--- src/rtl/icsr_pkg.sv ---
package icsr_pkg;

    localparam int DATA_W   = 32;
    localparam int ADDR_W   = 8;
    localparam logic [ADDR_W-1:0] CSR_OFFSET = 8'h38;

    // bit positions decoded by driver software
    localparam int POL_BIT  = 6;
    localparam int EN_BIT   = 12;
    localparam int PEND_BIT = 17;
    localparam int MISS_BIT = 23;

    // encoding is {missed, pending}
    typedef enum logic [1:0] {
        ST_IDLE = 2'b00,
        ST_PEND = 2'b01,
        ST_LOST = 2'b10,
        ST_OVER = 2'b11
    } evt_state_e;

endpackage

--- src/rtl/icsr_edge_det.sv ---
module icsr_edge_det #(
    parameter int STAGES = 2
) (
    input  logic clk,
    input  logic rst_n,
    input  logic async_in,
    input  logic pol_low,
    output logic edge_o
);

    logic [STAGES-1:0] sync_q;
    logic              prev_q;

    generate
        for (genvar i = 0; i < STAGES; i++) begin : g_sync
            if (i == 0) begin : g_first
                always_ff @(posedge clk or negedge rst_n) begin
                    if (!rst_n) sync_q[0] <= 1'b0;
                    else        sync_q[0] <= async_in;
                end
            end else begin : g_next
                always_ff @(posedge clk or negedge rst_n) begin
                    if (!rst_n) sync_q[i] <= 1'b0;
                    else        sync_q[i] <= sync_q[i-1];
                end
            end
        end
    endgenerate

    always_ff @(posedge clk or negedge rst_n) begin
        if (!rst_n) prev_q <= 1'b0;
        else        prev_q <= sync_q[STAGES-1];
    end

    logic lvl_now, lvl_old;

    always_comb begin
        lvl_now = sync_q[STAGES-1] ^ pol_low;
        lvl_old = prev_q ^ pol_low;
        edge_o  = lvl_now & ~lvl_old;
    end

endmodule

--- src/rtl/icsr_regfile.sv ---
module icsr_regfile
    import icsr_pkg::*;
(
    input  logic              clk,
    input  logic              rst_n,
    input  logic [ADDR_W-1:0] addr,
    input  logic              wr_en,
    input  logic [DATA_W-1:0] wr_data,
    input  logic              pend_i,
    input  logic              miss_i,
    output logic              en_o,
    output logic              pol_o,
    output logic              clr_pend_o,
    output logic              clr_miss_o,
    output logic [DATA_W-1:0] rd_data
);

    logic en_q, pol_q;
    logic hit, wr_hit;

    always_comb begin
        hit    = (addr == CSR_OFFSET);
        wr_hit = hit & wr_en;
    end

    always_ff @(posedge clk or negedge rst_n) begin
        if (!rst_n) begin
            en_q  <= 1'b0;
            pol_q <= 1'b0;
        end else if (wr_hit) begin
            en_q  <= wr_data[EN_BIT];
            pol_q <= wr_data[POL_BIT];
        end
    end

    always_comb begin
        rd_data = '0;
        if (hit) begin
            rd_data[EN_BIT]   = en_q;
            rd_data[POL_BIT]  = pol_q;
            rd_data[PEND_BIT] = pend_i;
            rd_data[MISS_BIT] = miss_i;
        end
        en_o       = en_q;
        pol_o      = pol_q;
        clr_pend_o = wr_hit & wr_data[PEND_BIT];
        clr_miss_o = wr_hit & wr_data[MISS_BIT];
    end


    en_write_chk: assert property (@(posedge clk) disable iff (!rst_n)
        wr_hit |=> (en_q == $past(wr_data[EN_BIT])));

endmodule

--- src/rtl/icsr_event_fsm.sv ---
module icsr_event_fsm
    import icsr_pkg::*;
(
    input  logic clk,
    input  logic rst_n,
    input  logic edge_i,
    input  logic en_i,
    input  logic clr_pend_i,
    input  logic clr_miss_i,
    output logic pend_o,
    output logic miss_o
);

    evt_state_e state_q, state_d;
    logic       nxt_p, nxt_m, arm;

    always_comb begin
        arm   = edge_i & en_i;
        nxt_p = 1'b0;
        nxt_m = 1'b0;
        unique case (state_q)
            ST_IDLE: begin
                nxt_p = arm;
                nxt_m = 1'b0;
            end
            ST_PEND: begin
                nxt_p = ~clr_pend_i;
                nxt_m = edge_i;
            end
            ST_LOST: begin
                nxt_p = arm;
                nxt_m = ~clr_miss_i;
            end
            ST_OVER: begin
                nxt_p = ~clr_pend_i;
                nxt_m = edge_i | ~clr_miss_i;
            end
            default: begin
                nxt_p = 1'b0;
                nxt_m = 1'b0;
            end
        endcase
        state_d = evt_state_e'({nxt_m, nxt_p});
    end

    always_ff @(posedge clk or negedge rst_n) begin
        if (!rst_n) state_q <= ST_IDLE;
        else        state_q <= state_d;
    end

    always_comb begin
        unique case (state_q)
            ST_IDLE: begin pend_o = 1'b0; miss_o = 1'b0; end
            ST_PEND: begin pend_o = 1'b1; miss_o = 1'b0; end
            ST_LOST: begin pend_o = 1'b0; miss_o = 1'b1; end
            ST_OVER: begin pend_o = 1'b1; miss_o = 1'b1; end
            default: begin pend_o = 1'b0; miss_o = 1'b0; end
        endcase
    end


    ignore_idle_chk: assert property (@(posedge clk) disable iff (!rst_n)
        (edge_i && !en_i && !pend_o) |=> !pend_o);


    overrun_chk: assert property (@(posedge clk) disable iff (!rst_n)
        (edge_i && pend_o) |=> (miss_o && !$past(clr_pend_i) == pend_o));


    ack_pend_chk: assert property (@(posedge clk) disable iff (!rst_n)
        (clr_pend_i && pend_o) |=> !pend_o);


    set_wins_chk: assert property (@(posedge clk) disable iff (!rst_n)
        (edge_i && pend_o && clr_miss_i) |=> miss_o);

endmodule

--- src/rtl/ext_irq_csr.sv ---
module ext_irq_csr
    import icsr_pkg::*;
(
    input  logic              clk,
    input  logic              rst_n,
    input  logic              ext_irq_in,
    input  logic [7:0]        bus_addr,
    input  logic              bus_wr_en,
    input  logic [31:0]       bus_wr_data,
    output logic [31:0]       bus_rd_data,
    output logic              irq_req
);

    logic edge_w, en_w, pol_w, clr_p_w, clr_m_w, pend_w, miss_w;

    icsr_edge_det #(.STAGES(2)) u_edge (
        .clk      (clk),
        .rst_n    (rst_n),
        .async_in (ext_irq_in),
        .pol_low  (pol_w),
        .edge_o   (edge_w)
    );

    icsr_regfile u_regs (
        .clk        (clk),
        .rst_n      (rst_n),
        .addr       (bus_addr),
        .wr_en      (bus_wr_en),
        .wr_data    (bus_wr_data),
        .pend_i     (pend_w),
        .miss_i     (miss_w),
        .en_o       (en_w),
        .pol_o      (pol_w),
        .clr_pend_o (clr_p_w),
        .clr_miss_o (clr_m_w),
        .rd_data    (bus_rd_data)
    );

    icsr_event_fsm u_fsm (
        .clk        (clk),
        .rst_n      (rst_n),
        .edge_i     (edge_w),
        .en_i       (en_w),
        .clr_pend_i (clr_p_w),
        .clr_miss_i (clr_m_w),
        .pend_o     (pend_w),
        .miss_o     (miss_w)
    );

    assign irq_req = en_w & pend_w;


    irq_ack_chk: assert property (@(posedge clk) disable iff (!rst_n)
        (bus_wr_en && bus_addr == CSR_OFFSET && bus_wr_data[PEND_BIT]
         && irq_req && !edge_w) |=> !irq_req);

endmodule

--- config.mk ---
export PLATFORM = sky130hd
export DESIGN_NAME = ext_irq_csr
export DESIGN_NICKNAME = d
export VERILOG_FILES = /design/src/rtl/icsr_pkg.sv /design/src/rtl/icsr_edge_det.sv /design/src/rtl/icsr_regfile.sv /design/src/rtl/icsr_event_fsm.sv /design/src/rtl/ext_irq_csr.sv
export SDC_FILE = /design/constraint.sdc
export NUM_CORES = 1
export LEC_CHECK = 0
export BUFFER_PORTS_ARGS = -buffer_cell sky130_fd_sc_hd__buf_2
export CORE_MARGIN = 1.5
export CORE_UTILIZATION = 32
export DETAILED_ROUTE_END_ITERATION = 10
export PLACE_DENSITY = 0.82
export SYNTH_ARGS = -nofsm -noshare
export SYNTH_HDL_FRONTEND = slang
export SYNTH_SLANG_ARGS = --single-unit
--- constraint.sdc ---
create_clock -name clk -period 1.9 [get_ports clk]
set_input_delay 0.285 -clock clk [delete_from_list [all_inputs] [get_ports clk]]
set_output_delay 0.285 -clock clk [all_outputs]
set_load 0.005 [all_outputs]
# Word-level counts from Yosys, hierarchy flattened
# Cells that the tools add are included.
# W data, S select, Z words.
dict set report word_totals {
  reg_bits 7
  elab_cells 35
  mem_bits_ro 0
  mem_bits_rw 0
  mem_count 0
  inputBits 44
  output_inout_bits 33
  latch_bits 0
}
dict set report op_classes {
  n_eq_ne 4
  reduce_logical 5
  mux 8
  multipliers 0
  bitwise_logic 12
  div 0
  addsub 0
  shift 0
  n_lt_le_gt_ge 0
}
# op count
set op_table {}
lappend op_table {{$eq A8 B6 Y1 const B} 1}
lappend op_table {{$reduce_or A2 Y1} 4}
lappend op_table {{$and A1 B1 Y1} 6}
lappend op_table {{$pmux W1 S2} 3}
lappend op_table {{$eq A2 B2 Y1 const B} 2}
lappend op_table {{$mux W1} 4}
lappend op_table {{$pmux W1 S4} 1}
lappend op_table {{$not A1 Y1} 3}
lappend op_table {{$eq A2 B1 Y1 const B} 1}
lappend op_table {{$logic_not A2 Y1} 1}
lappend op_table {{$xor A1 B1 Y1} 2}
lappend op_table {{$or A1 B1 Y1} 1}

# Logic depth before layout (Yosys ltp)
# Gate-level depths: netlist (run 1).
dict set report depth {
  depth_word 6
  ltp_mapped 3
  mapped_depth_nobuf 3
}

# Hierarchy
# Synthesis (run 1) repeated with hierarchy kept, for this count alone.
dict set report hier_totals {
  hier_cells 59
  area_unflattened_um2 570.5
}
# mod seq_area_each_um2 area_per_inst_um2 cells_per_inst n_inst
set modules_own_cells {}
lappend modules_own_cells {icsr_regfile 50.0 382.9 43 1}
lappend modules_own_cells {icsr_edge_det 75.1 97.6 6 1}
lappend modules_own_cells {icsr_event_fsm 50.0 83.8 9 1}
lappend modules_own_cells {ext_irq_csr 0.0 6.3 1 1}

# Worst setup path after synthesis (run 1)
# OpenSTA, ideal clock, no wires.
dict set report synth_timing {
  kind {reg-to-reg}
  startpoint {register u_regs.pol_q, in the netlist u_regs.pol_o}
  endpoint {register u_fsm.state_q[0]}
  stages_incl_launch_ff 4
  path_buffers 0
  slack_ns 0.696
  required_ns 1.837
  t_arrival_ns 1.142
  setup_ns 0.063
  synth_period_minus_slack_ns 1.204
  path_cell_list {dfrtp_1 -> or3b_2 -> a21boi_0 -> o22a_2}
}
dict set report synth_via {
  elab_chain_len 5
  word_cells_on_any_way 6
  cone_classes {mux (1); bitwise (5)}
}
# item line
set synth_rtl {}
lappend synth_rtl {{start: declaration} icsr_regfile.sv:18} ;# logic en_q, pol_q;
lappend synth_rtl {{start signal: assignment} icsr_regfile.sv:32} ;# pol_q <= wr_data[POL_BIT];
lappend synth_rtl {{$xor A1 B1 Y1} icsr_edge_det.sv:39} ;# lvl_old = prev_q ^ pol_low;
lappend synth_rtl {{$not A1 Y1} icsr_edge_det.sv:40} ;# edge_o = lvl_now & ~lvl_old;
lappend synth_rtl {{$and A1 B1 Y1 (*)} icsr_edge_det.sv:40}
lappend synth_rtl {{$and A1 B1 Y1 (*)} icsr_event_fsm.sv:18} ;# arm = edge_i & en_i;
lappend synth_rtl {{$pmux W1 S2 (*)} icsr_event_fsm.sv:21} ;# unique case (state_q)
lappend synth_rtl {{named net u_fsm.nxt_p} icsr_event_fsm.sv:15} ;# logic nxt_p, nxt_m, arm;
lappend synth_rtl {{end signal: assignment} icsr_event_fsm.sv:48} ;# else state_q <= state_d;
lappend synth_rtl {{end: declaration} icsr_event_fsm.sv:14} ;# evt_state_e state_q, state_d;
# Mark *: on every way through the listed nets, which the timed path passes. The rest lies on a longest branch.
# A chain may end at the register's enable or synchronous reset.

# Worst setup path after layout (run 1)
dict set report layout_timing {
  startpoint {input port bus_addr[2]}
  endpoint {output port bus_rd_data[12]}
}
dict set report layout_via {
  elab_chain_len 2
}
# item line
set layout_rtl {}
lappend layout_rtl {{start: declaration} ext_irq_csr.sv:7} ;# input logic [7:0] bus_addr,
lappend layout_rtl {{$eq A8 B6 Y1} icsr_regfile.sv:22} ;# hit = (addr == CSR_OFFSET);
lappend layout_rtl {{$mux W1} icsr_regfile.sv:38} ;# if (hit) begin
lappend layout_rtl {{end: declaration} ext_irq_csr.sv:10} ;# output logic [31:0] bus_rd_data,
# No other way between the ends.

==> results of run 1 <==
==> worst paths after layout <==
check | end | slack [ps] | start
setup / recovery | bus_rd_data[12] | 480 | bus_addr[2]
hold / removal | u_edge.sync_q[0] | 140 | ext_irq_in
setup reg to reg | u_fsm.state_q[0] | 620 | u_regs.pol_o
hold reg to reg | u_edge.sync_q[1] | 350 | u_edge.sync_q[0]
max in group asynchronous | u_regs.en_o | 1350 | rst_n
min in group asynchronous | u_edge.sync_q[0] | 390 | rst_n
==> placed cells by master, fill, tap and decap left out, types with 2 or more instances in the layout <==
cell / netlist / routed
conb_1: 1 / 28
mux2_1: 2 / 2
dfrtp_1: 7 / 7
nand2_1: 2 / 2
buf_2: 0 / 20
clkbuf_4: 0 / 3
and3_2: 4 / 4
==> synthesized netlist by cell type <==
| cell | count |
|---|---|
| buf_4 | 28 |
| dfrtp_1 | 7 |
| and3_2 | 4 |
| mux2_1 | 2 |
| nand2_1 | 2 |
| a21boi_0 | 1 |
| a22o_1 | 1 |
| and2_1 | 1 |
| and4bb_2 | 1 |
| conb_1 | 1 |
| nand3_2 | 1 |
| nand3b_1 | 1 |
| nand4_1 | 1 |
| nor4b_4 | 1 |
| o22a_2 | 1 |
| or3b_2 | 1 |
==> critical path: cells and delay by family <==
kind                   cells  cell delay [ps]
AND/OR/NAND/NOR            2              640
buffers and inverters      2              210
==> power groups by stage <==
stage,Clock (µW),Sequential (µW),Combinational (µW)
detailed placement,0,190,61.0
floorplan,0,184,80.0
global placement,0,187,58.9
CTS,138,187,62.8
global route,145,191,72.4
finish,133,187,62.7
==> logic make-up (layout without fill, tap and decap cells) <==
logic type             after synthesis  count (layout)
buffers and inverters               28              25
other                                1              28
AO/OA/AOI/OAI                        3               3
multiplexers                         2               2
AND/OR/NAND/NOR                     13              13
flip-flops                           7               7
==> flip-flops by register name (all words and copies together) (netlist names) <==
name and count:
u_fsm.state_q 2, u_edge.prev_q 1, u_regs.pol_o 1, u_regs.en_o 1, u_edge.sync_q 2
==> metrics by stage <==
step	total power [µW]	worst slack (ps)	hold WS, ps
floorplan	263.6	695.6	-10.59
global placement	246.2	495.6	121.3
detailed placement	250.6	486.8	124.9
CTS	388.4	485.9	131.2
global route	407.9	431.7	138.1
finish	382.4	480.0	138.0
==> cell type report <==
class                      count  area [µm²]  area share, %
clock inverter                 1       5.005         0.8351
sequential                     7       175.2          29.23
timing repair buffer          21       110.1          18.37
tap                           16       20.02          3.340
clock buffer                   3       22.52          3.758
multi-input combinational     46       266.5          44.47
==> metal layers <==
| metal | track usage, % | up-vias |
|---|---|---|
| met1 | 8.816 | 162 |
| met4 | 7.273 | 0 |
| met3 | 1.224 | 2 |
| li1 | - | 173 |
| met5 | 0 | - |
| met2 | 12.75 | 33 |
==> impl_metrics.json, run 1 <==
{
  "outcome": "finished with violations",
  "violations": "design-rule violations",
  "io_pins": 77,
  "grtUsageTotal_pct": 7.919,
  "overflow": 0,
  "viasPerCell": 3.936,
  "yosys.area.top_type": "buf_4",
  "worst_ep_required_time_ps": 1620,
  "yosysUniqueCellTypes": 16,
  "core_mm2": 0.001559,
  "rows": 14,
  "initial_utilization_pct": 35.31,
  "synth_compound_area_share_pct": 4.773,
  "synth_mux_area_share_pct": 4.091,
  "die_area_mm2": 0.001978,
  "wl_met1_um": 285,
  "dieHeight_um": 44.48,
  "wl_met3_um": 93,
  "ctsHoldBuffers": 1,
  "drc_errors": 14,
  "drt_wl_total_um": 768,
  "p_switching_uw": 101.6,
  "htree_levels": 1,
  "ys_top_cells_by_area": "buf_4 (38%), dfrtp_1 (32%), and3_2 (5.5%)",
  "setup_viol_count_final": 0,
  "wl_per_cell_um": 8.170,
  "clkPwrFrac_pct": 34.7,
  "grt_pass1_vias": 263,
  "ys_seq_elements": 7,
  "port_buffers": 20,
  "crit_chain": "buf_2 > nor4b_4 > and3_2 > buf_2",
  "cts-buffers-inserted": 3,
  "clockBufferDepth": 2,
  "path_clk_slew_ps": 50,
  "critPathArrivalTime_ps": 1140,
  "vias": 370,
  "period_minus_slack_ps": 1420,
  "hp-class": "primary input to flip-flop",
  "fin_crit_sh_pct": 74.74,
  "synth-xor-area-share_pct": 0,
  "avgSynthCellArea_um2": 10.19,
  "n_antenna_cell": 0,
  "final_net_count": 123,
  "crit_top_cell": "buf_2",
  "instances_no_fill": 94,
  "dpl.cell_count": 89,
  "rsz0062_at_grt": "false",
  "hold_violations": 0,
  "ys_warn_count": 0,
  "startpoint_type": "primary input",
  "yosys.area.top_type_share_pct": 38.18,
  "cts_tree": "yes",
  "switching_share_pct": 26.58,
  "final_core_util_pct": 38.44,
  "p_int_uw": 280.7,
  "pwr-share-seq_pct": 48.9,
  "critPathMaxStageDelay_ps": 400,
  "critPathMaxFanout": 6,
  "fp.dieW_um": 44.48,
  "synth_seq_area_share_pct": 31.82,
  "synth_fa_ha_area_share_pct": 0,
  "cap_violations": 0,
  "drt_iter0_markers": 15,
  "clock_latency_ps": 250,
  "clock-root-buffer": "clkbuf_4",
  "final.setup_skew_ps": 4.685,
  "ir_worst_vdd_v": 0.0003401,
  "top_layer_used": "met4",
  "grt_pass1_wl_um": 1083,
  "p_leak_uw": 0.0003565,
  "cts-resized-gates": 0,
  "post_dp_cell_area_um2": 561.8,
  "post_cts_buffers": 0,
  "yosys.area_share.simple_pct": 20.45,
  "final.setup.tns_ps": 0,
  "synth_top_family_by_area": "buffers and inverters",
  "syn-cell-area_um2": 550.5,
  "p_comb_share_pct": 16.4,
  "final_max_slew_viol_count": 0,
  "fill_cells": 171,
  "place_congestion": 0.6478,
  "wl_met2_um": 371,
  "drt-pass1-iter-count": 6,
  "layout-drive-gt1-share_pct": 42.31,
  "power_per_cell_area_mw_per_mm2": 638.0,
  "area_growth_pct": 8.864,
  "syn_inst": 54,
  "cts.sinks": 7,
  "reg2reg_depth": 3,
  "grt_max_degree": 8,
  "fmax_mhz": 704.2,
  "path_class": "primary input to primary output",
  "cpMaxStageDelayCell": "nor4b_4",
  "end_kind": "primary output",
  "antenna_found_initial": 0,
  "holdPathStages": 1,
  "stdcell_area_um2": 599.3,
  "antenna_left": 0
}
Power figures use the tool's default switching activity.
==> run 2: changes to the inputs <==
--- a/config.mk
+++ b/config.mk
@@ -7,9 +7,9 @@
 export LEC_CHECK = 0
 export BUFFER_PORTS_ARGS = -buffer_cell sky130_fd_sc_hd__buf_2
 export CORE_MARGIN = 1.5
-export CORE_UTILIZATION = 32
+export CORE_UTILIZATION = 27
 export DETAILED_ROUTE_END_ITERATION = 10
-export PLACE_DENSITY = 0.82
+export PLACE_DENSITY = 0.74
 export SYNTH_ARGS = -nofsm -noshare
 export SYNTH_HDL_FRONTEND = slang
 export SYNTH_SLANG_ARGS = --single-unit
==> constraint.sdc (replaced) <==
create_clock -name clk -period 1.2 [get_ports clk]
set_input_delay 0.18 -clock clk [delete_from_list [all_inputs] [get_ports clk]]
set_output_delay 0.18 -clock clk [all_outputs]
set_load 0.005 [all_outputs]
==> impl_metrics.json, run 2 (same netlist as run 1, synthesis figures left out) <==
{
  "outcome": "finished clean",
  "critPathArrivalTime_ps": 1010,
  "cap_violations": 0,
  "dpl.cell_count": 101,
  "ir_worst_vdd_v": 0.0005666,
  "fmax_mhz": 840.9,
  "clockBufferDepth": 2,
  "clkPwrFrac_pct": 34.8,
  "grt_max_degree": 8,
  "final_common_cell": "conb_1",
  "hold_violations": 0,
  "cts_tree": "yes",
  "rsz0062_at_grt": "true",
  "regArea_um2": 175.2,
  "htree_levels": 1,
  "grt_pass1_wl_um": 1242,
  "wl_per_cell_um": 7.972,
  "instances_no_fill": 108,
  "grt_pass1_vias": 318,
  "p_comb_share_pct": 17.4,
  "fin_ws_ps": 10.83,
  "path_clk_slew_ps": 50,
  "p_int_uw": 451.8,
  "period_minus_slack_ps": 1189,
  "final.setup_skew_ps": 0.4600,
  "antenna_left": 0,
  "fin_crit_sh_pct": 99.10,
  "startpoint_type": "flip-flop",
  "overflow": 0,
  "multi_input_comb_area_um2": 272.8,
  "cts.sinks": 7,
  "switching_share_pct": 26.91,
  "area_growth_pct": 18.41,
  "rows": 16,
  "critPathMaxFanout": 2,
  "n_antenna_cell": 0,
  "worst_ep_required_time_ps": 1020,
  "top_regs": "u_edge.sync_q x2, u_fsm.state_q x2",
  "clock_latency_ps": 250,
  "path_class": "flip-flop to primary output",
  "place_congestion": 0.6822,
  "power_per_cell_area_mw_per_mm2": 948.3,
  "die_area_mm2": 0.002319,
  "final_core_util_pct": 33.57,
  "vias": 383,
  "grtUsageTotal_pct": 7.809,
  "final.setup.tns_ps": 0,
  "setup_viol_count_final": 0,
  "drc_errors": 0,
  "drt-pass1-iter-count": 2,
  "antenna_found_initial": 0,
  "io_pins": 77,
  "viasPerCell": 3.546,
  "hp-class": "primary input to flip-flop",
  "initial_utilization_pct": 28.35,
  "final_cell_mix": "conb_1 (28), buf_2 (19), dfrtp_1 (7)",
  "port_buffers": 20,
  "end_kind": "primary output",
  "pwr-share-seq_pct": 47.8,
  "final_max_slew_viol_count": 0,
  "pre_cts_ws_ps": -126.5,
  "stdcell_area_um2": 651.9,
  "layout-drive-gt1-share_pct": 44.44,
  "drt_wl_total_um": 861,
  "fill_cells": 219,
  "drt_iter0_markers": 3,
  "cts-buffers-inserted": 3,
  "p_leak_uw": 0.0003740,
  "core_mm2": 0.001942,
  "dieHeight_um": 48.16,
  "final_net_count": 126,
  "dp_hpwl_um": 701.4,
  "post_dp_cell_area_um2": 583.1,
  "p_switching_uw": 166.3,
  "fp.dieW_um": 48.16,
  "clock-root-buffer": "clkbuf_4"
}
## run 2: cell count changes in the layout (fill, tap and decap cells not counted)
cell / delta
a21boi_0: -1
and3_2: -1
or3b_2: -1
a21boi_1: +1
buf_4: +2
buf_2: -1
and3_4: +1
or3b_4: +1
buf_6: +2
## run 2: metal layers
layer | wire [µm] | share of wire, % | track usage, % | up-vias
met1 | 304 | 35 | 8.784 | 174
li1 | - | - | - | 178
met4 | 0 | 0 | 6.486 | 0
met5 | 0 | 0 | 0 | -
met2 | 484 | 56 | 12.89 | 31
met3 | 71 | 8.2 | 1.111 | 0
## run 2: layout make-up
class                           count  area share (%)
Timing Repair Buffer               24           21.88
Tap cell                           27           5.182
Clock inverter                      1          0.7678
Sequential cell                     7           26.87
Multi-Input combinational cell     46           41.84
Clock buffer                        3           3.455
## run 2: worst paths after layout
kind,startpoint,end,slack [ps],depth (start not counted)
worst max-delay path,u_regs.pol_o,bus_rd_data[6],10,3
worst min-delay path,ext_irq_in,u_edge.sync_q[0],30,1
worst max register to register,u_regs.pol_o,u_fsm.state_q[0],70,3
worst min register to register,u_edge.sync_q[0],u_edge.sync_q[1],360,0
max in group asynchronous,rst_n,u_edge.sync_q[1],740,2
min in group asynchronous,rst_n,u_edge.sync_q[0],300,2
## run 2: what timing repair did
action                     in CTS  in global routing
buffers inserted                2                  0
hold endpoints to repair        7                  0
pin swaps                       2                  1
cloned                          0                  0
hold buffers                    1                  0
setup endpoints to repair       5                  4
resized for setup               4                  0
## run 2: through the flow
step / hold slack, ps / total power [µW]
CTS: 15.90 / 633.2
detailed placement: 21.48 / 396.1
finish: 30.14 / 618.1
floorplan: -115.6 / 417.5
global route: 18.67 / 673.5
global placement: 16.67 / 392.6
## run 2: worst max-delay path, stage by stage (launching register included)
cell,delay [ps]
dfrtp_1,390
buf_6,120
and3_4,140
buf_6,110
## run 2: power by group through the flow
stage | Combinational [µW] | Sequential, µW | Clock, µW
after floorplan | 127 | 291 | 0
final | 108 | 295 | 215
after global routing | 129 | 302 | 242
after global placement | 95.8 | 297 | 0
after CTS | 108 | 295 | 229
after detailed placement | 97.5 | 299 | 0
